===== config.mk =====
export PLATFORM = sky130hd
export DESIGN_NAME = pmc_lp_ctrl
export DESIGN_NICKNAME = d
export VERILOG_FILES = /design/src/rtl/pmc_pkg.sv /design/src/rtl/pmc_wake_filter.sv /design/src/rtl/pmc_mode_fsm.sv /design/src/rtl/pmc_clk_en_gen.sv /design/src/rtl/pmc_lp_ctrl.sv
export SDC_FILE = /design/constraint.sdc
export NUM_CORES = 1
export LEC_CHECK = 0
export BUFFER_PORTS_ARGS = -buffer_cell sky130_fd_sc_hd__buf_2
export CORE_AREA = 2 2 39 41
export DETAILED_ROUTE_END_ITERATION = 8
export DIE_AREA = 0 0 41 43
export PLACE_DENSITY = 0.69
export SYNTH_ARGS = -nofsm -noshare
export SYNTH_HDL_FRONTEND = slang
export SYNTH_HIERARCHICAL = 1
export SYNTH_SLANG_ARGS = --single-unit

===== constraint.sdc =====
create_clock -name clk -period 3.71 [get_ports clk]
set_input_delay 0.1855 -clock clk [delete_from_list [all_inputs] [get_ports clk]]
set_output_delay 0.1855 -clock clk [all_outputs]
set_load 0.02 [all_outputs]

===== src/rtl/pmc_pkg.sv =====
package pmc_pkg;

    typedef enum logic [1:0] {
        PM_RUN    = 2'd0,
        PM_IDLE   = 2'd1,
        PM_DOWN   = 2'd2,
        PM_RESUME = 2'd3
    } pm_mode_e;

    typedef enum logic [1:0] {
        SRC_FAST_XTAL = 2'd0,
        SRC_FAST_RC   = 2'd1,
        SRC_SLOW_XTAL = 2'd2,
        SRC_SLOW_RC   = 2'd3
    } clk_src_e;

    localparam int SEL_W = 2;

    // wake-source bit positions; the first WK_DOWN_CNT may wake deep sleep
    localparam int WK_WDT      = 0;
    localparam int WK_TMR      = 1;
    localparam int WK_UART     = 2;
    localparam int WK_BROWNOUT = 3;
    localparam int WK_GPIO     = 4;
    localparam int WK_EXTPIN   = 5;
    localparam int WK_SSER     = 6;
    localparam int WK_CAN      = 7;
    localparam int WK_CMP      = 8;
    localparam int WK_DOWN_CNT = 9;

    // peripheral clock positions that may run from a slow source
    localparam int PER_WDT    = 0;
    localparam int PER_TMR    = 1;
    localparam int PER_UART   = 2;
    localparam int PER_SLOWOK = 3;

    typedef struct packed {
        logic       cpu;
        logic [1:0] fast;
        logic [1:0] slow;
    } core_en_t;

    function automatic logic src_is_slow(input logic [SEL_W-1:0] sel);
        return (sel == SRC_SLOW_XTAL) || (sel == SRC_SLOW_RC);
    endfunction

    function automatic core_en_t core_decode(input pm_mode_e m);
        core_en_t c;
        c.cpu  = (m == PM_RUN);
        c.fast = (m == PM_DOWN) ? 2'b00 : 2'b11;
        c.slow = 2'b11;
        return c;
    endfunction

endpackage


===== src/rtl/pmc_wake_filter.sv =====
module pmc_wake_filter
    import pmc_pkg::*;
#(
    parameter int NUM_SRC = 12
) (
    input  pm_mode_e             mode_i,
    input  logic [NUM_SRC-1:0]   wake_src_i,
    output logic                 wake_go_o
);
    localparam int DOWN_N = (WK_DOWN_CNT < NUM_SRC) ? WK_DOWN_CNT : NUM_SRC;

    logic [NUM_SRC-1:0] down_mask;

    for (genvar i = 0; i < NUM_SRC; i++) begin : g_mask
        if (i < DOWN_N) begin : g_on
            assign down_mask[i] = 1'b1;
        end else begin : g_off
            assign down_mask[i] = 1'b0;
        end
    end

    logic any_idle, any_down;
    assign any_idle = |wake_src_i;
    assign any_down = |(wake_src_i & down_mask);

    always_comb begin
        case (mode_i)
            PM_IDLE: wake_go_o = any_idle;
            PM_DOWN: wake_go_o = any_down;
            default: wake_go_o = 1'b0;
        endcase
    end

endmodule


===== src/rtl/pmc_mode_fsm.sv =====
module pmc_mode_fsm
    import pmc_pkg::*;
(
    input  logic     clk,
    input  logic     rst,
    input  logic     deep_i,
    input  logic     permit_i,
    input  logic     wfi_i,
    input  logic     wake_go_i,
    output pm_mode_e mode_q_o,
    output pm_mode_e mode_d_o
);
    pm_mode_e mode_q, mode_d;

    always_comb begin
        mode_d = mode_q;
        case (mode_q)
            PM_RUN: begin
                if (wfi_i) mode_d = (deep_i && permit_i) ? PM_DOWN : PM_IDLE;
            end
            PM_IDLE, PM_DOWN: begin
                if (wake_go_i) mode_d = PM_RESUME;
            end
            default: mode_d = PM_RUN;
        endcase
    end

    always_ff @(posedge clk) begin
        if (rst) mode_q <= PM_RUN;
        else     mode_q <= mode_d;
    end

    assign mode_q_o = mode_q;
    assign mode_d_o = mode_d;


    deep_entry_chk: assert property (@(posedge clk) disable iff (rst)
        (mode_q == PM_RUN && wfi_i && deep_i && permit_i) |=> (mode_q == PM_DOWN));


    light_entry_chk: assert property (@(posedge clk) disable iff (rst)
        (mode_q == PM_RUN && wfi_i && !(deep_i && permit_i)) |=> (mode_q == PM_IDLE));


    idle_hold_chk: assert property (@(posedge clk) disable iff (rst)
        (mode_q == PM_IDLE && !wake_go_i) |=> (mode_q == PM_IDLE));


    resume_next_chk: assert property (@(posedge clk) disable iff (rst)
        (mode_q == PM_RESUME) |=> (mode_q == PM_RUN));

endmodule


===== src/rtl/pmc_clk_en_gen.sv =====
module pmc_clk_en_gen
    import pmc_pkg::*;
#(
    parameter int NUM_PERIPH = 5
) (
    input  logic                  clk,
    input  logic                  rst,
    input  pm_mode_e              mode_q_i,
    input  pm_mode_e              mode_d_i,
    input  logic [SEL_W-1:0]      wdt_sel_i,
    input  logic [SEL_W-1:0]      tmr_sel_i,
    input  logic [SEL_W-1:0]      uart_sel_i,
    output core_en_t              core_en_o,
    output logic [NUM_PERIPH-1:0] per_en_o
);
    logic [PER_SLOWOK-1:0][SEL_W-1:0] sel;
    assign sel[PER_WDT]  = wdt_sel_i;
    assign sel[PER_TMR]  = tmr_sel_i;
    assign sel[PER_UART] = uart_sel_i;

    core_en_t              core_d, core_q;
    logic [NUM_PERIPH-1:0] per_d, per_q;

    assign core_d = core_decode(mode_d_i);

    for (genvar i = 0; i < NUM_PERIPH; i++) begin : g_per
        if (i < PER_SLOWOK) begin : g_slowok
            assign per_d[i] = (mode_d_i != PM_DOWN) || src_is_slow(sel[i]);
        end else begin : g_fastonly
            assign per_d[i] = (mode_d_i != PM_DOWN);
        end
    end

    always_ff @(posedge clk) begin
        if (rst) begin
            core_q <= '{cpu: 1'b1, fast: 2'b11, slow: 2'b11};
            per_q  <= '1;
        end else begin
            core_q <= core_d;
            per_q  <= per_d;
        end
    end

    assign core_en_o = core_q;
    assign per_en_o  = per_q;


    idle_clocks_chk: assert property (@(posedge clk) disable iff (rst)
        (mode_q_i == PM_IDLE) |-> (!core_q.cpu && core_q.fast == 2'b11 && (&per_q)));


    down_clocks_chk: assert property (@(posedge clk) disable iff (rst)
        (mode_q_i == PM_DOWN) |-> (!core_q.cpu && core_q.fast == 2'b00
                                   && core_q.slow == 2'b11 && ((per_q >> PER_SLOWOK) == '0)));


    cpu_after_fast_chk: assert property (@(posedge clk) disable iff (rst)
        $rose(core_q.cpu) |-> ($past(core_q.fast) == 2'b11 && mode_q_i == PM_RUN));


    resume_clocks_chk: assert property (@(posedge clk) disable iff (rst)
        (mode_q_i == PM_RESUME) |-> (!core_q.cpu && core_q.fast == 2'b11 && (&per_q)));

endmodule


===== src/rtl/pmc_lp_ctrl.sv =====
module pmc_lp_ctrl
    import pmc_pkg::*;
#(
    parameter int NUM_SRC    = 12,
    parameter int NUM_PERIPH = 5
) (
    input  logic                  clk,
    input  logic                  rst,
    input  logic                  deep_sleep_i,
    input  logic                  pd_permit_i,
    input  logic                  wfi_i,
    input  logic [NUM_SRC-1:0]    wake_src_i,
    input  logic [1:0]            wdt_sel_i,
    input  logic [1:0]            tmr_sel_i,
    input  logic [1:0]            uart_sel_i,
    output logic                  cpu_clk_en_o,
    output logic [1:0]            fast_clk_en_o,
    output logic [1:0]            slow_clk_en_o,
    output logic [NUM_PERIPH-1:0] periph_clk_en_o,
    output logic [1:0]            mode_o
);
    localparam int DOWN_N = (WK_DOWN_CNT < NUM_SRC) ? WK_DOWN_CNT : NUM_SRC;

    pm_mode_e mode_q, mode_d;
    logic     wake_go;
    core_en_t core_en;

    pmc_wake_filter #(.NUM_SRC(NUM_SRC)) u_wake (
        .mode_i     (mode_q),
        .wake_src_i (wake_src_i),
        .wake_go_o  (wake_go)
    );

    pmc_mode_fsm u_fsm (
        .clk       (clk),
        .rst       (rst),
        .deep_i    (deep_sleep_i),
        .permit_i  (pd_permit_i),
        .wfi_i     (wfi_i),
        .wake_go_i (wake_go),
        .mode_q_o  (mode_q),
        .mode_d_o  (mode_d)
    );

    pmc_clk_en_gen #(.NUM_PERIPH(NUM_PERIPH)) u_clk (
        .clk        (clk),
        .rst        (rst),
        .mode_q_i   (mode_q),
        .mode_d_i   (mode_d),
        .wdt_sel_i  (wdt_sel_i),
        .tmr_sel_i  (tmr_sel_i),
        .uart_sel_i (uart_sel_i),
        .core_en_o  (core_en),
        .per_en_o   (periph_clk_en_o)
    );

    assign cpu_clk_en_o  = core_en.cpu;
    assign fast_clk_en_o = core_en.fast;
    assign slow_clk_en_o = core_en.slow;
    assign mode_o        = mode_q;


    down_wake_src_chk: assert property (@(posedge clk) disable iff (rst)
        ($past(mode_q) == PM_DOWN && mode_q == PM_RESUME)
            |-> ($past(|wake_src_i[DOWN_N-1:0])));


    idle_wake_chk: assert property (@(posedge clk) disable iff (rst)
        (mode_q == PM_IDLE && (|wake_src_i)) |=> (mode_q == PM_RESUME));

endmodule


==> out/metrics.cfg <==
[status]
outcome=completed

[synthesis]
synth_top_area_cell=dfxtp_1
yosysSeqAreaShare_pct=33.2
syn_inst=46
synth_top_cell_area_share_pct=33.2
ys_warn_count=6
syn_avg_cell_area_um2=9.17
syn_area_um2=422
ys_types=25
synth_seq_cells=7
yosys-top-cells-area=dfxtp_1, ha_1, buf_4

[grt]
grt_pass1_wl_um=1260
gr-total-overflow=0
grt_max_degree=8
grt_pass1_vias=360
antenna_found_initial=0
grt_usage_pct=10.3

[min_path]
hold_depth=2
min_path_type=primary input to flip-flop
worstHoldStart=wdt_sel_i[1]
whs_endpoint=u_clk/per_en_o[0]$_SDFF_PP1_

[floorplan]
die-area_um2=1760
io_pins=35
die_w_um=41
rows=14
die_h_um=43
start_util_pct=30.5
fp.coreArea_um2=1380

[critical_path]
reg2reg_from=u_fsm/mode_q_o[0]$_SDFF_PP0_
path_max_fanout=7
cp.required_ps=3830
worst_path_max_delay_cell=or3b_2
reg2reg_to=u_clk/core_en_o[2]$_SDFF_PP1_
regToRegSetupSlack_ps=1420
cp-start-kind=flip-flop
end_kind=flip-flop
crit_path_max_incr_delay_ps=470
path_class=flip-flop to flip-flop
crit_arrival_ps=2410
r2r_cells=7
crit_chain=inv_1 > ha_1 > a2111oi_0 > a21o_1 > o21ai_1 > a21oi_1 > or3b_2

[timing]
max_freq_mhz=437
fin_skew_ps=0.634
setup-tns-final_ps=0
rsz0062_at_grt=no
worst_pin_slew_ps=497
finalMaxSlewViolations=0
setup_slack_ps=1420
setup_violations=0
fin_crit_sh_pct=61.6
finalHoldViolCount=0
slew_headroom_pct=66.0
fin_crit_ps=2290

[final_layout]
fin_util_pct=41.9
nNetsFinal=103
n_fill_cell=154
diodes=0
area_growth_syn_to_layout_pct=37.4
multiInputGateArea_um2=233
fin_area_um2=579
seq_area_um2=140
layout-drive-gt1-share_pct=48.0

[route]
vias=428
drtIter0Drc=2
wl_um=779
drc_errors=0
first_pass_iters=2
viasPerCell=4.70
routedWlPerCell_um=8.56
detail-route-antenna-nets=0

[cts]
cts_max_level=1
holdBufCountCts=0
cts.clk_slew.worst_paths_ps=50
cts_tree=done
insertion_delay_ps=240
cts_resized=0
cts_setup_buffers=0
cts_buffers=3
clockBufferDepth=2
clock-root-buffer=clkbuf_4
cts_sinks=7

[placement]
placed_cell_area_um2=553
routabilityCongestion=0.711
pre_cts_ws_ps=1400
portBuffers=29
hpwl_um=682

[power]
powerDensity_nw_per_um2=364
leakagePower_nw=0.271
vdd_drop_max_v=0.000164

[run]
maxCapViolCount=0

[cells in the final DEF, fill, tap and decap left out]
cell | Yosys | routed
clkbuf_1 | 0 | 1
ha_1 | 4 | 4
clkbuf_4 | 0 | 3
or4b_1 | 3 | 3
or3_1 | 1 | 1
nor3_1 | 2 | 2
nand4_1 | 1 | 1
dfxtp_1 | 7 | 7
o21ai_0 | 2 | 2
o21a_1 | 1 | 1
conb_1 | 1 | 2
a21oi_1 | 1 | 1
buf_2 | 0 | 29
o21ai_1 | 1 | 1
and3_1 | 1 | 1
a2111oi_0 | 1 | 1
a211oi_2 | 1 | 1
or4_1 | 1 | 1
or3b_2 | 1 | 1
nor2b_1 | 1 | 1
or2_2 | 1 | 1
nor3_2 | 1 | 1
inv_1 | 4 | 4
nor4_1 | 1 | 1
a21o_1 | 1 | 1
o21bai_1 | 1 | 1
nor2_1 | 2 | 2
[power by group]
part / internal (mW) / switching, mW / leakage (nW)
clock network: 0.0408 / 0.0247 / 0.0150
registers: 0.0811 / 0.00465 / 0.0573
logic: 0.0260 / 0.0334 / 0.199
[worst max-delay path: cells and delay by family (launching register included)]
kind,cells,cell delay (ps)
compound gates,4,910
flops,1,420
simple gates,1,470
buf+inv,1,70
fa+ha+maj,1,280
[cell usage after synthesis]
cell type and n:
dfxtp_1 7, buf_4 5, ha_1 4, inv_1 4
or4b_1 3, nor2_1 2, nor3_1 2, o21ai_0 2
a2111oi_0 1, a211oi_2 1, a21o_1 1, a21oi_1 1
and3_1 1, conb_1 1, nand4_1 1, nor2b_1 1
nor3_2 1, nor4_1 1, o21a_1 1, o21ai_1 1
o21bai_1 1, or2_2 1, or3_1 1, or3b_2 1
or4_1 1
[state kept, by name, summed over array words and instances, names as in the netlist]
name,flops
u_clk/core_en_o,2
u_fsm/mode_q_o,2
u_clk/per_en_o,3
[cell families after synthesis]
logic type               count (synthesis)  synth area share (%)
adder cells (fa/ha/maj)                  4                  11.9
AND/OR/NAND/NOR                         16                  26.4
flip-flops                               7                  33.2
other                                    1                 0.889
AO/OA/AOI/OAI                            9                  15.1
buffers and inverters                    9                  12.5
[per-stage QoR]
| stage | hold WS, ps | total power [mW] | std cells |
|---|---|---|---|
| 2_1_floorplan | 250 | 0.128 | 47 |
| 3_5_place_dp | 379 | 0.147 | 87 |
| 3_3_place_gp | 381 | 0.145 | 87 |
| 6_report | 130 | 0.211 | 91 |
| 4_1_cts | 122 | 0.215 | 91 |
| 5_1_grt | 121 | 0.227 | 91 |
[worst max-delay path by stage]
stage	start	endpoint	depth (start not counted)
after CTS	u_fsm/mode_q_o[0]$_SDFF_PP0_	u_clk/core_en_o[2]$_SDFF_PP1_	7
after floorplan	u_fsm/mode_q_o[0]$_SDFF_PP0_	u_clk/core_en_o[2]$_SDFF_PP1_	7
after global placement	u_fsm/mode_q_o[0]$_SDFF_PP0_	u_clk/core_en_o[2]$_SDFF_PP1_	7
after detailed placement	u_fsm/mode_q_o[0]$_SDFF_PP0_	u_clk/core_en_o[2]$_SDFF_PP1_	7
final	u_fsm/mode_q_o[0]$_SDFF_PP0_	u_clk/core_en_o[2]$_SDFF_PP1_	7
after global routing	u_fsm/mode_q_o[0]$_SDFF_PP0_	u_clk/per_en_o[2]$_SDFF_PP1_	7
[final cells by class]
| class | instances | share of cell area, % |
|---|---|---|
| tap | 16 | 3.46 |
| sequential | 7 | 24.2 |
| multi-input combinational | 31 | 40.2 |
| timing repair buffer | 29 | 25.1 |
| inverter | 4 | 2.59 |
| clock buffer | 4 | 4.54 |
[metal layers]
layer / part of all wire (%) / wire, um / vias to the layer above / global-route usage, %
met2: 53 / 411 / 12 / 17.2
met3: 6.0 / 47 / 0 / 4.71
met4: 0 / 0 / 0 / 4.00
li1: - / - / 219 / -
met1: 41 / 319 / 197 / 10.4
met5: 0 / 0 / - / 0
(Power assumes the default switching activity.)
